**src/rtl/rg_pkg.sv**
```systemverilog
// Shared encodings for the region guard: access kinds, fault reasons,
// attribute layout and configuration field selectors.
package rg_pkg;

    typedef enum logic [1:0] {
        ACC_READ  = 2'd0,
        ACC_WRITE = 2'd1,
        ACC_FETCH = 2'd2,
        ACC_RSVD  = 2'd3
    } acc_kind_t;

    typedef enum logic [1:0] {
        WHY_NONE     = 2'd0,
        WHY_NOREGION = 2'd1,
        WHY_PERM     = 2'd2,
        WHY_XN       = 2'd3
    } why_t;

    // Attribute word: bit0 read, bit1 write, bit2 exec, bit3 xn, bit4 enable, bit5 translate
    typedef struct packed {
        logic translate;
        logic enable;
        logic xn;
        logic px;
        logic pw;
        logic pr;
    } rattr_t;

    localparam int ATTR_W = 6;

    localparam logic [1:0] SEL_LO   = 2'd0;
    localparam logic [1:0] SEL_HI   = 2'd1;
    localparam logic [1:0] SEL_ATTR = 2'd2;

endpackage

```
**src/rtl/rg_region_file.sv**
```systemverilog
// Window storage. Holds lower bound, upper bound and attributes per window.
// Assumes ADDR_W >= ATTR_W. Writes to an index at or beyond NREG are dropped.
// Reset clears attributes only; bounds are don't-care while disabled.
module rg_region_file
    import rg_pkg::*;
#(
    parameter int NREG   = 16,
    parameter int ADDR_W = 32,
    localparam int IDX_W = (NREG > 1) ? $clog2(NREG) : 1
) (
    input  logic              clk,
    input  logic              rst_n,
    input  logic              cfg_we,
    input  logic [IDX_W-1:0]  cfg_idx,
    input  logic [1:0]        cfg_sel,
    input  logic [ADDR_W-1:0] cfg_wdata,
    output logic [ADDR_W-1:0] lo_q   [NREG],
    output logic [ADDR_W-1:0] hi_q   [NREG],
    output rattr_t            attr_q [NREG]
);

    for (genvar g = 0; g < NREG; g++) begin : g_win
        logic sel_this;
        assign sel_this = cfg_we && (cfg_idx == IDX_W'(g));

        // Load bounds on a matching write; bounds need no reset.
        always_ff @(posedge clk) begin
            if (sel_this && cfg_sel == SEL_LO) lo_q[g] <= cfg_wdata;
            if (sel_this && cfg_sel == SEL_HI) hi_q[g] <= cfg_wdata;
        end

        // Load attributes on a matching write; reset disables the window.
        always_ff @(posedge clk) begin
            if (!rst_n)
                attr_q[g] <= '0;
            else if (sel_this && cfg_sel == SEL_ATTR)
                attr_q[g] <= rattr_t'(cfg_wdata[ATTR_W-1:0]);
        end

        // A window is never enabled in the cycle after reset.
        assert_reset_disables_R11: assert property (@(posedge clk)
            !rst_n |=> !attr_q[g].enable);
    end

endmodule

```
**src/rtl/rg_matcher.sv**
```systemverilog
// Combinational window matcher. Compares the address with every enabled
// window and selects the lowest-indexed hit. Outputs are zero on no hit.
module rg_matcher
    import rg_pkg::*;
#(
    parameter int NREG   = 16,
    parameter int ADDR_W = 32,
    localparam int IDX_W = (NREG > 1) ? $clog2(NREG) : 1
) (
    input  logic              clk,
    input  logic              rst_n,
    input  logic [ADDR_W-1:0] addr,
    input  logic [ADDR_W-1:0] lo_q   [NREG],
    input  logic [ADDR_W-1:0] hi_q   [NREG],
    input  rattr_t            attr_q [NREG],
    output logic              hit_any,
    output logic [IDX_W-1:0]  win_idx,
    output rattr_t            win_attr
);

    logic [NREG-1:0] hit_vec;
    logic [NREG-1:0] win_vec;

    for (genvar g = 0; g < NREG; g++) begin : g_cmp
        // Inclusive unsigned range test gated by enable.
        assign hit_vec[g] = attr_q[g].enable && (addr >= lo_q[g]) && (addr <= hi_q[g]);
    end

    // Isolate the lowest set bit: lowest index has priority.
    assign win_vec = hit_vec & (~hit_vec + NREG'(1));
    assign hit_any = |hit_vec;

    // Encode the one-hot winner into an index and its attributes.
    always_comb begin
        win_idx  = '0;
        win_attr = '0;
        for (int i = 0; i < NREG; i++) begin
            if (win_vec[i]) begin
                win_idx  = win_idx | IDX_W'(i);
                win_attr = win_attr | attr_q[i];
            end
        end
    end

    assert_single_winner_R4: assert property (@(posedge clk) disable iff (!rst_n)
        $onehot0(win_vec));
    assert_winner_is_hit_R3: assert property (@(posedge clk) disable iff (!rst_n)
        (win_vec & ~hit_vec) == '0);
    assert_winner_enabled_R3: assert property (@(posedge clk) disable iff (!rst_n)
        hit_any |-> win_attr.enable);

endmodule

```
**src/rtl/rg_verdict.sv**
```systemverilog
// Permission evaluation and response register. Turns the winning window's
// attributes and the access kind into allow/deny and a reason, and registers
// the result for one cycle. Assumes the matcher zeroes attributes on no hit.
module rg_verdict
    import rg_pkg::*;
#(
    parameter int NREG   = 16,
    localparam int IDX_W = (NREG > 1) ? $clog2(NREG) : 1
) (
    input  logic             clk,
    input  logic             rst_n,
    input  logic             req_valid,
    input  logic [1:0]       req_kind,
    input  logic             hit_any,
    input  logic [IDX_W-1:0] win_idx,
    input  rattr_t           win_attr,
    output logic             rsp_valid,
    output logic             rsp_allow,
    output logic             rsp_hit,
    output logic [IDX_W-1:0] rsp_region,
    output logic             rsp_translate,
    output logic             fault_pulse,
    output logic [1:0]       fault_reason
);

    acc_kind_t kind;
    logic      grant;
    why_t      why_c;

    assign kind = acc_kind_t'(req_kind);

    // Select the grant bit that this access kind needs.
    always_comb begin
        unique case (kind)
            ACC_WRITE: grant = win_attr.pw;
            ACC_FETCH: grant = win_attr.px;
            default:   grant = win_attr.pr;
        endcase
    end

    // Rank the denial reasons: no window, then execute-never, then grant.
    always_comb begin
        if (!hit_any)
            why_c = WHY_NOREGION;
        else if (kind == ACC_FETCH && win_attr.xn)
            why_c = WHY_XN;
        else if (!grant)
            why_c = WHY_PERM;
        else
            why_c = WHY_NONE;
    end

    // Register the verdict; all fields are zero when no request was sampled.
    always_ff @(posedge clk) begin
        if (!rst_n) begin
            rsp_valid     <= 1'b0;
            rsp_allow     <= 1'b0;
            rsp_hit       <= 1'b0;
            rsp_region    <= '0;
            rsp_translate <= 1'b0;
            fault_pulse   <= 1'b0;
            fault_reason  <= WHY_NONE;
        end else begin
            rsp_valid     <= req_valid;
            rsp_allow     <= req_valid && (why_c == WHY_NONE);
            rsp_hit       <= req_valid && hit_any;
            rsp_region    <= req_valid ? win_idx : '0;
            rsp_translate <= req_valid && win_attr.translate;
            fault_pulse   <= req_valid && (why_c != WHY_NONE);
            fault_reason  <= req_valid ? why_c : WHY_NONE;
        end
    end

    assert_fault_means_deny_R8: assert property (@(posedge clk) disable iff (!rst_n)
        fault_pulse |-> (rsp_valid && !rsp_allow && fault_reason != WHY_NONE));
    assert_deny_means_fault_R8: assert property (@(posedge clk) disable iff (!rst_n)
        (rsp_valid && !rsp_allow) |-> fault_pulse);
    assert_xn_only_on_fetch_R6: assert property (@(posedge clk) disable iff (!rst_n)
        (req_valid && kind != ACC_FETCH) |=> fault_reason != WHY_XN);

endmodule

```
**src/rtl/region_guard.sv**
```systemverilog
// Region-based memory access guard, top level. Stores NREG address windows,
// judges each access request against them and reports a registered verdict
// one cycle later. Assumes a single clock and synchronous active-low reset.
module region_guard
    import rg_pkg::*;
#(
    parameter int NREG   = 16,
    parameter int ADDR_W = 32,
    localparam int IDX_W = (NREG > 1) ? $clog2(NREG) : 1
) (
    input  logic              clk,
    input  logic              rst_n,
    input  logic              cfg_we,
    input  logic [IDX_W-1:0]  cfg_idx,
    input  logic [1:0]        cfg_sel,
    input  logic [ADDR_W-1:0] cfg_wdata,
    input  logic              req_valid,
    input  logic [ADDR_W-1:0] req_addr,
    input  logic [1:0]        req_kind,
    output logic              rsp_valid,
    output logic              rsp_allow,
    output logic              rsp_hit,
    output logic [IDX_W-1:0]  rsp_region,
    output logic              rsp_translate,
    output logic              fault_pulse,
    output logic [1:0]        fault_reason
);

    logic [ADDR_W-1:0] lo_q   [NREG];
    logic [ADDR_W-1:0] hi_q   [NREG];
    rattr_t            attr_q [NREG];
    logic              hit_any;
    logic [IDX_W-1:0]  win_idx;
    rattr_t            win_attr;

    rg_region_file #(.NREG(NREG), .ADDR_W(ADDR_W)) u_file (
        .clk(clk), .rst_n(rst_n),
        .cfg_we(cfg_we), .cfg_idx(cfg_idx), .cfg_sel(cfg_sel), .cfg_wdata(cfg_wdata),
        .lo_q(lo_q), .hi_q(hi_q), .attr_q(attr_q)
    );

    rg_matcher #(.NREG(NREG), .ADDR_W(ADDR_W)) u_match (
        .clk(clk), .rst_n(rst_n), .addr(req_addr),
        .lo_q(lo_q), .hi_q(hi_q), .attr_q(attr_q),
        .hit_any(hit_any), .win_idx(win_idx), .win_attr(win_attr)
    );

    rg_verdict #(.NREG(NREG)) u_verdict (
        .clk(clk), .rst_n(rst_n),
        .req_valid(req_valid), .req_kind(req_kind),
        .hit_any(hit_any), .win_idx(win_idx), .win_attr(win_attr),
        .rsp_valid(rsp_valid), .rsp_allow(rsp_allow), .rsp_hit(rsp_hit),
        .rsp_region(rsp_region), .rsp_translate(rsp_translate),
        .fault_pulse(fault_pulse), .fault_reason(fault_reason)
    );

    assert_rsp_follows_req_R8: assert property (@(posedge clk) disable iff (!rst_n)
        req_valid |=> rsp_valid);
    assert_no_stray_rsp_R8: assert property (@(posedge clk) disable iff (!rst_n)
        !req_valid |=> !rsp_valid);
    assert_nomatch_fields_R5: assert property (@(posedge clk) disable iff (!rst_n)
        (rsp_valid && !rsp_hit) |-> (!rsp_allow && fault_reason == WHY_NOREGION
                                     && rsp_region == '0 && !rsp_translate));

endmodule

```
**config.mk**
```make
export PLATFORM = sky130hd
export DESIGN_NAME = region_guard
export DESIGN_NICKNAME = d
export VERILOG_FILES = /design/src/rtl/rg_pkg.sv /design/src/rtl/rg_region_file.sv /design/src/rtl/rg_matcher.sv /design/src/rtl/rg_verdict.sv /design/src/rtl/region_guard.sv
export SDC_FILE = /design/constraint.sdc
export NUM_CORES = 2
export LEC_CHECK = 0
export BUFFER_PORTS_ARGS = -buffer_cell sky130_fd_sc_hd__buf_2
export CAP_MARGIN = 15
export CORE_ASPECT_RATIO = 1.5
export CORE_MARGIN = 10
export CORE_UTILIZATION = 40
export DETAILED_ROUTE_END_ITERATION = 6
export PLACE_DENSITY = 0.53
export SETUP_SLACK_MARGIN = 0.5
export SYNTH_ARGS = -nofsm -noshare
export SYNTH_HDL_FRONTEND = slang
export SYNTH_SLANG_ARGS = --single-unit
```
**constraint.sdc**
```tcl
create_clock -name clk -period 12.5 [get_ports clk]
set_input_delay 2.5 -clock clk [delete_from_list [all_inputs] [get_ports clk]]
set_output_delay 2.5 -clock clk [all_outputs]
set_load 0.02 [all_outputs]
```
# Yosys cells after proc, flatten, opt, wreduce, memory -nomap -nowiden
# Cells that the tools add are included.
# word_totals
regBits	1131
out_inout_bits	11
wordCells	346
# op_classes
add_sub_neg	1
magnitude_cmp	32
eq_ne	19
mux	35
bitwise_logic	17
reduce_logical	107
# ops
cell	count
greater-or-equal comparator 32 bit	16
less-or-equal comparator 32 bit	16
logical AND 1 bit	101
2-to-1 mux 6 bit	16
bitwise OR 6 bit	15
equality test 4 bit, second input constant	8
2-to-1 mux 4 bit	8
adder 16 x 1 -> 16 bit, second input constant	1
bitwise AND 16 bit	1
equality test 4 x 3 -> 1 bit, second input constant	4
inverter 16 bit	1
OR reduction 16 bit	1
2-to-1 mux 3 bit	4
2-to-1 mux 2 bit	5
equality test 4 x 2 -> 1 bit, second input constant	2
equality test 2 x 1 -> 1 bit, second input constant	2
equality test 2 bit, second input constant	2
equality test 4 x 1 -> 1 bit, second input constant	1
zero test 2 bit	2
zero test 4 bit	1
case mux 1 bit (2 select lines)	1
AND reduction 2 bit	1
nonzero test 2 bit	1
2-to-1 mux 1 bit	1

# Depth between registers and ports, before layout
# depth
depth_word	43
mapped_depth	15

# Modules after synthesis
# From an unflattened synthesis, not the netlist that was laid out.
# hier_totals
cells_unflattened	5207
hier_area_um2	61545.3
# by_module_without_submodules
module	instances	cells_each	area_per_inst_um2	seq_area_each_um2
rg_region_file	1	1422	34569.4	32671.3
rg_matcher	1	3754	26619.3	0.0
rg_verdict	1	31	356.6	220.2

# Worst setup path before layout
# Ideal clock, no wire load.
# synth_timing
path_kind	input port to flip-flop
startpoint	input port req_addr[0]
endpoint	register u_verdict.rsp_allow
setup_time_ns	0.059
arrival_ns	6.167
path_slack_ns	6.274
cell_stages	14
path_cell_list	inv_1 ha_1 nand2b_1 a2111oi_0 a2111oi_0 o41a_1 o22ai_1 o22ai_1 nor4_1 o2bb2ai_1 a211oi_1 a41o_1 a221oi_2 and2_1
# synth_via
elab_chain_len	43
# synth_lines
item	line	source
from (decl)	region_guard.sv:18	input logic [ADDR_W-1:0] req_addr,
greater-or-equal comparator 32 bit	rg_matcher.sv:26	assign hit_vec[g] = attr_q[g].enable && (addr >= lo_q[g]) && (addr <= hi_q[g]);
logical AND 1 bit (2 in a row)	rg_matcher.sv:26	
inverter 16 bit	rg_matcher.sv:30	assign win_vec = hit_vec & (~hit_vec + NREG'(1));
adder 16 x 1 -> 16 bit	rg_matcher.sv:30	
bitwise AND 16 bit	rg_matcher.sv:30	
2-to-1 mux 6 bit	rg_matcher.sv:38	if (win_vec[i]) begin
bitwise OR 6 bit	rg_matcher.sv:40	win_attr = win_attr | attr_q[i];
2-to-1 mux 6 bit	rg_matcher.sv:38	
[... 26 more ...]	-	
bitwise OR 6 bit	rg_matcher.sv:40	
2-to-1 mux 6 bit	rg_matcher.sv:38	
case mux 1 bit (2 select lines)	rg_verdict.sv:34	unique case (kind)
2-to-1 mux 2 bit	rg_verdict.sv:47	else if (!grant)
2-to-1 mux 2 bit	rg_verdict.sv:45	else if (kind == ACC_FETCH && win_attr.xn)
2-to-1 mux 2 bit (*)	rg_verdict.sv:43	if (!hit_any)
zero test 2 bit (*)	rg_verdict.sv:65	rsp_allow <= req_valid && (why_c == WHY_NONE);
logical AND 1 bit (*)	rg_verdict.sv:65	
to (signal assigned)	rg_verdict.sv:65	
to (decl)	rg_verdict.sv:18	output logic rsp_allow,
# Every way passes the cells marked *; elsewhere a longest branch is shown, timed or not.
# A chain may end at the register's enable or synchronous reset.

# Final worst setup path
# layout_timing
startpoint	input port req_addr[15]
endpoint	register u_verdict.rsp_allow
# Same word-level chain as after synthesis.

==> impl_results.md <==
- Worst r2r path cells: 14
- RSZ-0062 raised after global routing: false
- Worst setup margin: between 5 and 6 ns
- Min Clock Period, post-route: 7.33 ns
- Reg clk slew, reported paths: about 0.070 ns
- Worst slew pin tran: approximately 1.2 ns
- Async SR Flop Fraction: 0%
- Placement row count: approximately 180
- Port buffer count: 86
- CTS root buffer: clkbuf_16
- GRT Total Usage: a little over a fifth
- Max-slew violation count: 0
- Status: finished, final reports clean
- Clock insertion delay at the later pin of the skew report: 0.74 ns
- Pwr per Cell Area: roughly 120 nW/um2
- Part of the power in the clock network: between 40% and 50%
- Placed Area: between 60000 and 70000 um2
- Drt first pass iters: 6
- CTS Sinks: about 1.1k
- Vias per inst: about 5.4
- Synth warn: 0
- HPWL Detailed: around 120000 um
- Switching power total: ~2.0 mW
- Max Root-Sink Buffers: 3
- DRC violations left: 0
- Crit path required time: 13.19 ns
- Die Ht: approximately 500 um
- Fill cells: around 14k
- Cell with the most instances after synthesis: inv_1
- Post-synth EDFFs: between 1k and 1.5k
- Vias in the first global route: slightly above 40k
- Total power draw: approximately 8.3 mW
- Leak pwr: around 30 nW
- Commonest cells post-synth: 1030 x inv_1, 1026 x ha_1, 1024 x edfxtp_1
- Setup violators final: 0
- DRT antenna net count: 0
- Syn_nets: 6307
- GR Overflow Total: 0
- Cts hold-fix bufs: 0
- Yosys cell types: 80
- CP peak stage delay: slightly below 0.8 ns
- Initial Util: approximately two fifths
- Layout cells sized above 1: 7.30%
- Largest cells by area after synthesis: edfxtp_1 50%, ha_1 21%, inv_1 6.3%, dfxtp_1 3.5%, a21oi_1 3.0%
- Iter 0 DRT Violations: roughly 2.7k
- Placed Cells: about 7.4k
- Sw frac: around a quarter
- Max Clock Skew: 0.0328 ns
- Pin count of the biggest net entering global routing: between 90 and 100
- Synth Instances: roughly 5.2k
- Count of final hold-check violations: 0
- Setup Buffers After CTS: 0
- Die area: between 150000 and 200000 um2
- Int Pwr: between 6 and 7 mW
- Fin Setup TNS: 0 ns
- Hold depth: 2
- Avg Inst Size Synth: 11.8 um2
- Area Growth Syn to Fin: 12.5%
- Wire per inst: between 20 and 25 um
- Synthesized area: between 60000 and 70000 um2
- Fmax: 0.136 GHz
- Part of the cycle the worst path needs: 58.6%
- Post-synth top area share: 49.9%
- Initial antenna violation count: 13
- Slowest CP cell: a211oi_1
- CP cell instances: buf_2, buf_4, ha_1, a21oi_1, o21ai_0, a211oi_1, a31oi_1, o221ai_1, nor2_1, a22o_1, a22o_1, a211o_1, o41a_1, a221oi_2, and2_1
- First-pass GRT wire length: 273000 um
- Finished Cell Area: approximately 70000 um2
- Combinational share of power: ~8.1%
- Final #Nets: roughly 6.6k
- Sequential Power Share: between 40 and 50%
- Gpl congestion: 0.906
- Critical path class: input pin to flop
- I/O pins: 87
- Peak supply drop: 114 uV
- Max-cap violations: 0
- DRT Wirelength: approximately 190000 um
- # H-tree levels: 3
- Synth Register Bits: around 1.1k
- Worst EP arrival: 8.01 ns
- Tightest slew margin relative to the limit: around 20%
- Post-CTS resize count: 0
- Post-synth top area cell: edfxtp_1
- Most used cell, CP: a22o_1
- Main synth FF type: edfxtp_1
- CTS buffer count: between 100 and 150
- TritonCTS clock tree: done
- Crit path launch type: input pin
- Crit end category: flop
- Pre-CTS WS: 4.47 ns
- Non-filler cells, final: roughly 7.6k
- Core area: ~150000 um2
- Sequential area share after synthesis: between 50% and 60%
- Die extent in x: 340 um
- CP max FO: 19
- Hold crit path type: flop to flop
- Vias: a little over 40k
==> stage by stage <==
| step | hold slack (ns) | util (%) |
|---|---|---|
| 2_1_floorplan | 0.474 | - |
| 3_5_place_dp | 0.503 | 42.7 |
| 3_3_place_gp | 0.490 | 42.6 |
| 5_1_grt | 0.547 | 45.2 |
| 4_1_cts | 0.524 | 45.1 |
| 6_report | 0.526 | 45.2 |
==> flip-flops by register name (all words and copies together) (netlist names) <==
register and flops:
u_verdict.rsp_hit 1, u_file.attr_q 96, u_verdict.rsp_valid 1, u_verdict.rsp_region 4, u_file.lo_q 512, u_verdict.rsp_translate 1
u_verdict.rsp_allow 1, u_verdict.fault_reason 2, u_verdict.fault_pulse 1, u_file.hi_q 512
==> cells in the final DEF (no fill, tap or decap), types with 22 or more instances in the layout <==
cell       count
and3_1        22
clkinv_2      22
a21oi_1      374
buf_2         88
nand4_1      147
o21ai_0      146
dfxtp_1      107
nor2_4        31
nand2b_1      23
inv_1       1029
nand3_1      111
and4_1        38
ha_1        1026
clkbuf_16    118
a21o_1        73
nor2_1       122
buf_4         89
nor4_1        33
edfxtp_1    1024
a211oi_1      34
nor2b_1      133
mux2i_1       97
nor3_1        37
nand2_1      250
==> power groups by stage <==
stage	clock (mW)	sequential (mW)	combinational [mW]
finish	3.51	4.15	0.678
detailed placement	0	4.23	0.683
global route	3.71	4.15	0.753
CTS	3.57	4.15	0.687
floorplan	0	4.23	0.306
global placement	0	4.23	0.669
==> path summary, 6_finish.rpt <==
kind	from	end	slack (ns)
worst max-delay path	req_addr[15]	u_verdict.rsp_allow$_SDFF_PN0_	5.17
worst min-delay path	u_file.attr_q[1]$_SDFFE_PN0P_	u_file.attr_q[1]$_SDFFE_PN0P_	0.53
worst max register to register	u_file.lo_q[175]$_DFFE_PP_	u_verdict.rsp_allow$_SDFF_PN0_	7.56
worst min register to register	u_file.attr_q[1]$_SDFFE_PN0P_	u_file.attr_q[1]$_SDFFE_PN0P_	0.53
==> routing by layer <==
| metal | share of wire [%] | GRT usage, % |
|---|---|---|
| met1 | 41 | 26.0 |
| met2 | 51 | 40.3 |
| met3 | 4.2 | 2.71 |
| met4 | 3.6 | 7.86 |
| met5 | 0.043 | 0 |
==> critical path: cells and delay by family <==
kind / cells / cell delay [ns]
buf+inv: 2 / 0.88
compound gates: 10 / 3.81
simple gates: 2 / 0.43
fa+ha+maj: 1 / 0.32
==> cell type report <==
class	instances	area (um2)	share of cell area, %
antenna	5	12.5	0.0181
sequential	1131	32900	47.5
timing repair buffer	183	1260	1.82
tap	2047	2560	3.70
clock inverter	65	649	0.937
multi-input combinational	3014	25000	36.0
inverter	1030	3870	5.58
clock buffer	140	3090	4.45
==> kinds of logic (layout without fill, tap and decap cells) <==
kind of cell / count (synthesis) / count (layout) / share of synthesized area, %
buf+inv: 1060 / 1418 / 6.47
other cells: 0 / 5 / 0
fa+ha+maj: 1026 / 1026 / 20.8
flops: 1131 / 1131 / 53.4
simple gates: 1005 / 1005 / 8.52
mux: 97 / 97 / 1.58
compound gates: 886 / 886 / 9.17
No activity file was read; power rests on OpenSTA's default activity.
